===== src/rtl/dsa_pkg.sv =====
package dsa_pkg;
  typedef enum logic {THR0 = 1'b0, THR1 = 1'b1} thr_e;

  function automatic thr_e other_thr(input thr_e t);
    return (t == THR0) ? THR1 : THR0;
  endfunction
endpackage


===== src/rtl/dsa_turn.sv =====
module dsa_turn
  import dsa_pkg::*;
(
  input  logic clk,
  input  logic rst,
  input  logic stall,
  input  logic rdy0,
  input  logic rdy1,
  output thr_e sel,
  output logic act
);
  thr_e turn_q;
  logic fav_rdy;

  always_ff @(posedge clk) begin
    if (rst)
      turn_q <= THR0;
    else if (!stall)
      turn_q <= other_thr(turn_q);
  end

  always_comb begin
    fav_rdy = (turn_q == THR0) ? rdy0 : rdy1;
    sel     = fav_rdy ? turn_q : other_thr(turn_q);
    act     = rdy0 | rdy1;
  end
endmodule


===== src/rtl/dsa_pick.sv =====
module dsa_pick #(
  parameter int NSLOT = 4,
  parameter int CW    = 3,
  parameter int MAXU  = 4,
  parameter int NW    = 3,
  parameter int IW    = 3
) (
  input  logic                  en,
  input  logic [NSLOT-1:0]      vld,
  input  logic [NSLOT*CW-1:0]   uops,
  input  logic [NSLOT-1:0]      fused,
  output logic [NSLOT-1:0]      take,
  output logic [NW-1:0]         n_take,
  output logic [IW-1:0]         n_insn,
  output logic                  err
);
  localparam int AW = CW + $clog2(NSLOT + 1) + 1;

  logic [NSLOT-1:0] go;
  logic [NSLOT-1:0] fz;
  logic [NSLOT-1:0] bad;
  logic [CW-1:0]    u0;

  assign u0    = uops[CW-1:0];
  assign go[0] = en;
  assign fz[0] = 1'b0;

  for (genvar i = 0; i < NSLOT; i++) begin : g_ent
    logic [CW-1:0] u;
    logic          legal;
    logic          fit;
    logic          fok;

    assign u     = uops[i*CW +: CW];
    assign legal = (u != '0) && (AW'(u) <= AW'(MAXU));
    assign fok   = !(fused[i] && fz[i]);

    if (i == 0) begin : g_cx
      assign fit = 1'b1;
    end else begin : g_sp
      assign fit = (u == CW'(1)) && ((AW'(i) + AW'(u0)) <= AW'(NSLOT));
    end

    assign take[i] = go[i] && vld[i] && legal && fit && fok;
    assign bad[i]  = go[i] && vld[i] && !legal;

    if (i < NSLOT - 1) begin : g_nx
      assign go[i+1] = take[i];
      assign fz[i+1] = fz[i] | (take[i] & fused[i]);
    end
  end

  always_comb begin
    n_take = '0;
    n_insn = '0;
    for (int i = 0; i < NSLOT; i++) begin
      n_take = n_take + NW'(take[i]);
      n_insn = n_insn + IW'(take[i]) + IW'(take[i] & fused[i]);
    end
    err = |bad;
  end
endmodule


===== src/rtl/dsa_outreg.sv =====
module dsa_outreg
  import dsa_pkg::*;
#(
  parameter int NSLOT = 4,
  parameter int CW    = 3,
  parameter int IW    = 3
) (
  input  logic                clk,
  input  logic                rst,
  input  logic                upd,
  input  thr_e                sel,
  input  logic [NSLOT-1:0]    take,
  input  logic [NSLOT*CW-1:0] uops,
  input  logic [IW-1:0]       n_insn,
  input  logic                err,
  output logic [NSLOT-1:0]    slot_vld,
  output logic [NSLOT*CW-1:0] slot_uops,
  output logic [IW-1:0]       insn_cnt,
  output logic                srv_thr,
  output logic                dec_err
);
  for (genvar s = 0; s < NSLOT; s++) begin : g_slot
    always_ff @(posedge clk) begin
      if (rst || !upd || !take[s]) begin
        slot_vld[s]              <= 1'b0;
        slot_uops[s*CW +: CW]    <= '0;
      end else begin
        slot_vld[s]              <= 1'b1;
        slot_uops[s*CW +: CW]    <= uops[s*CW +: CW];
      end
    end
  end

  always_ff @(posedge clk) begin
    if (rst) begin
      insn_cnt <= '0;
      dec_err  <= 1'b0;
      srv_thr  <= 1'b0;
    end else begin
      insn_cnt <= upd ? n_insn : '0;
      dec_err  <= upd & err;
      if (upd)
        srv_thr <= (sel == THR1);
    end
  end
endmodule


===== src/rtl/dec_slot_alloc.sv =====
module dec_slot_alloc
  import dsa_pkg::*;
#(
  parameter int NSLOT = 4,
  parameter int CW    = 3,
  parameter int MAXU  = 4
) (
  input  logic                 clk,
  input  logic                 rst,
  input  logic                 stall,
  input  logic [NSLOT-1:0]     t0_vld,
  input  logic [NSLOT*CW-1:0]  t0_uops,
  input  logic [NSLOT-1:0]     t0_fused,
  input  logic [NSLOT-1:0]     t1_vld,
  input  logic [NSLOT*CW-1:0]  t1_uops,
  input  logic [NSLOT-1:0]     t1_fused,
  output logic [$clog2(NSLOT+1)-1:0] cons_t0,
  output logic [$clog2(NSLOT+1)-1:0] cons_t1,
  output logic [NSLOT-1:0]     slot_vld,
  output logic [NSLOT*CW-1:0]  slot_uops,
  output logic [$clog2(NSLOT+2)-1:0] insn_cnt,
  output logic                 srv_thr,
  output logic                 dec_err
);
  localparam int NW = $clog2(NSLOT + 1);
  localparam int IW = $clog2(NSLOT + 2);

  thr_e                sel;
  logic                act;
  logic                en;
  logic [NSLOT-1:0]    w_vld;
  logic [NSLOT*CW-1:0] w_uops;
  logic [NSLOT-1:0]    w_fused;
  logic [NSLOT-1:0]    take;
  logic [NW-1:0]       n_take;
  logic [IW-1:0]       n_insn;
  logic                err;

  dsa_turn u_turn (
    .clk   (clk),
    .rst   (rst),
    .stall (stall),
    .rdy0  (t0_vld[0]),
    .rdy1  (t1_vld[0]),
    .sel   (sel),
    .act   (act)
  );

  assign en      = act & ~stall & ~rst;
  assign w_vld   = (sel == THR1) ? t1_vld   : t0_vld;
  assign w_uops  = (sel == THR1) ? t1_uops  : t0_uops;
  assign w_fused = (sel == THR1) ? t1_fused : t0_fused;

  dsa_pick #(.NSLOT(NSLOT), .CW(CW), .MAXU(MAXU), .NW(NW), .IW(IW)) u_pick (
    .en     (en),
    .vld    (w_vld),
    .uops   (w_uops),
    .fused  (w_fused),
    .take   (take),
    .n_take (n_take),
    .n_insn (n_insn),
    .err    (err)
  );

  assign cons_t0 = (sel == THR0) ? n_take : '0;
  assign cons_t1 = (sel == THR1) ? n_take : '0;

  dsa_outreg #(.NSLOT(NSLOT), .CW(CW), .IW(IW)) u_out (
    .clk       (clk),
    .rst       (rst),
    .upd       (en),
    .sel       (sel),
    .take      (take),
    .uops      (w_uops),
    .n_insn    (n_insn),
    .err       (err),
    .slot_vld  (slot_vld),
    .slot_uops (slot_uops),
    .insn_cnt  (insn_cnt),
    .srv_thr   (srv_thr),
    .dec_err   (dec_err)
  );
endmodule


===== config.mk =====
export PLATFORM = sky130hd
export DESIGN_NAME = dec_slot_alloc
export DESIGN_NICKNAME = d
export VERILOG_FILES = /design/src/rtl/dsa_pkg.sv /design/src/rtl/dsa_turn.sv /design/src/rtl/dsa_pick.sv /design/src/rtl/dsa_outreg.sv /design/src/rtl/dec_slot_alloc.sv
export SDC_FILE = /design/constraint.sdc
export NUM_CORES = 1
export LEC_CHECK = 0
export CORE_MARGIN = 1
export CORE_UTILIZATION = 40
export DETAILED_ROUTE_END_ITERATION = 16
export PLACE_DENSITY_LB_ADDON = 0.05
export SKIP_CTS_REPAIR_TIMING = 1
export SLEW_MARGIN = 20
export SYNTH_ARGS = -nofsm -noshare
export SYNTH_HDL_FRONTEND = slang
export SYNTH_SLANG_ARGS = --single-unit

===== constraint.sdc =====
create_clock -name clk -period 7.3 [get_ports clk]
set_clock_uncertainty 0.1 [all_clocks]
set_input_delay 1.46 -clock clk [delete_from_list [all_inputs] [get_ports clk]]
set_output_delay 1.46 -clock clk [all_outputs]
set_load 0.005 [all_outputs]

==> summary.txt <==
Run status
  – Status: complete, no violations

Clocking
  – CTS Buffer Depth: 2
  – Root buffer cell: clkbuf_4
  – Worst-skew pair later-pin latency: 300 ps
  – CTS tree: done
  – CTS buffer count: 3
  – Clock transition at the registers of the reported paths: roughly 130 ps
  – H-tree depth: 1
  – CTS Sinks: 22

STA
  – Final min period: 6473 ps
  – Slew HR: 0.4180
  – Hold WS: 384.8 ps
  – RSZ-0062 raised after global routing: no
  – Setup violators final: 0
  – Final worst-path cycle share: 0.8867
  – Final slew viol count: 0
  – Post-Route Setup TNS: 0 ps
  – Final worst slack: 827.0 ps
  – Max Fclk: 154.5 MHz
  – Final-report hold violation count: 0
  – Worst slew pin tran: slightly below 900 ps

Setup path
  – Worst Setup End Kind: primary output
  – Reg2Reg Depth: 14
  – Worst path required time: approximately 5700 ps
  – CP Data Arrival Time: roughly 4900 ps
  – CP Max Fanout: 14
  – CP Class: in -> out
  – Kind of start point of the critical path: input port
  – R2R setup slack: 2830 ps

Placement
  – GPL Wtd Cong: ~0.89
  – Place WS: between 800 and 900 ps
  – IO buf count: 69
  – Post-DP HPWL: 3.042 mm
  – Inst Count DP: 271

Synth
  – Netlist cell types: 50
  – Register bit total from synthesis: 22
  – Synthesized instance count: approximately 150
  – Synth Flop Type: dfxtp_1
  – Post-synth ARST share: 0
  – Syn. warnings: 0
  – Post-synth EDFFs: 0
  – Average cell area after synthesis: a little over 9 um^2
  – Mapped Area: roughly 1400 um^2
  – Register area share after synthesis: 0.3151

Route
  – DR vias: around 1,400
  – Drt drc: 0
  – Via/cell ratio: around 5.3
  – Final wirelength: ~3.7 mm
  – Drt wl/cell: around 14 um
  – 1st-pass router iterations: 4
  – Post-route ant nets: 0
  – DR iter-0 viols: 48

Die
  – I/O Pins: 70
  – Die area: 3734 um^2
  – Initial core utilization: 0.4188
  – Core footprint: around 3300 um^2
  – Die H: just over 60 um
  – Width of the chip: between 60 and 70 um
  – FP Rows: 21

Hold path
  – Min-Delay Path Depth: 2
  – Hold Path Class: reg -> reg

Power
  – Clock group share of total power: 0.318
  – Max rail drop VDD: around 0.076 mV
  – P_leak: 0.8605 nW
  – P_sw: about 0.08 mW
  – Sequential power share: 0.422
  – Comb power frac: 0.261
  – Pwr/cell area: approximately 140 nW/um^2
  – Internal: 0.2211 mW
  – Net Sw Frac: 0.2602

Global routing
  – First-pass GRT wire length: between 5 and 6 mm
  – Total track usage: 0.2157
  – Largest net degree at the start of global routing: 15
  – Antenna violations before repair: 0
  – Vias in the first global route: ~1,400
  – Aggregate global routing overflow: 0

Cells and area
  – Layout cells sized above 1: 0.07860
  – Layout Nets: 282
  – Finished Layout Cells: 275
  – Antenna diode instance count: 0
  – Final core utilization: 0.6607
  – Most common cell after layout, fill and taps aside: clkdlybuf4s50_1
  – Most frequent cells in the layout: clkdlybuf4s50_1 (69), dfxtp_1 (22), nor2_1 (19), nand2_1 (8)
  – Layout area overhead: 57.74%

Run
  – Max cap viols: 0
## metal layers
layer / vias to the layer above / track usage / share of wire
met3: 12 / 0.05882 / 0.088
met1: 657 / 0.2610 / 0.39
met4: 0 / 0.08117 / 0.025
met5: - / 0 / 0
met2: 79 / 0.3649 / 0.50
li1: 698 / - / -
## synth_stat cells, types with 5 or more instances
cell	number	area (um^2)
dfxtp_1	22	440.4
fa_1	5	100.1
inv_1	5	18.77
nor2_1	19	71.32
and3_1	5	31.28
nand3_1	6	30.03
o21ai_0	5	25.02
nand2_1	8	30.03
mux2i_1	5	50.05
## sequential cells by signal, summed over array words and instances, names as in the netlist
register,flops
u_out.slot_uops,12
u_out.slot_vld,4
u_out.insn_cnt,3
u_out.dec_err,1
u_out.srv_thr,1
u_turn.turn_q,1
## layout make-up
class	instances	area (um^2)
Sequential cell	22	440.4
Clock buffer	3	22.52
Clock inverter	1	30.03
Multi-Input combinational cell	129	944.7
Fill cell	302	1132
Timing Repair Buffer	69	690.7
Inverter	5	18.77
Tap cell	46	57.56
## worst paths after layout
check | from | endpoint
worst max-delay path | t1_vld[0] | cons_t1[1]
worst min-delay path | u_out.srv_thr | u_out.srv_thr
worst max register to register | u_turn.turn_q | u_out.insn_cnt[2]
worst min register to register | u_out.srv_thr | u_out.srv_thr
## stage by stage
step	instance area [um^2]	power, mW
2_1_floorplan	1416	0.1632
3_3_place_gp	2152	0.2041
3_5_place_dp	2152	0.2055
4_1_cts	2205	0.3002
5_1_grt	2205	0.3133
6_report	2205	0.2989
## power groups by stage
stage	Combinational, mW	Sequential [mW]	Clock, mW
after floorplan	0.0343	0.129	0
after global placement	0.0755	0.129	0
after detailed placement	0.0768	0.129	0
after CTS	0.0773	0.126	0.0968
after global routing	0.0844	0.127	0.102
final	0.0779	0.126	0.0949
## critical path: stages
cell,delay [ps]
clkdlybuf4s50_1,580
nand2b_1,330
nand2_2,280
a31oi_1,420
nor2_1,160
ha_1,370
fa_1,370
ha_1,290
and3_1,150
clkdlybuf4s50_1,500
## logic make-up after synthesis
logic type | share of synthesized area
adder cells (fa/ha/maj) | 0.1074
buffers and inverters | 0.02238
other | 0.002683
flip-flops | 0.3151
AND/OR/NAND/NOR | 0.3062
AO/OA/AOI/OAI | 0.1504
XOR/XNOR | 0.05013
multiplexers | 0.04566
Note: power is estimated with default switching activity, not from simulation.
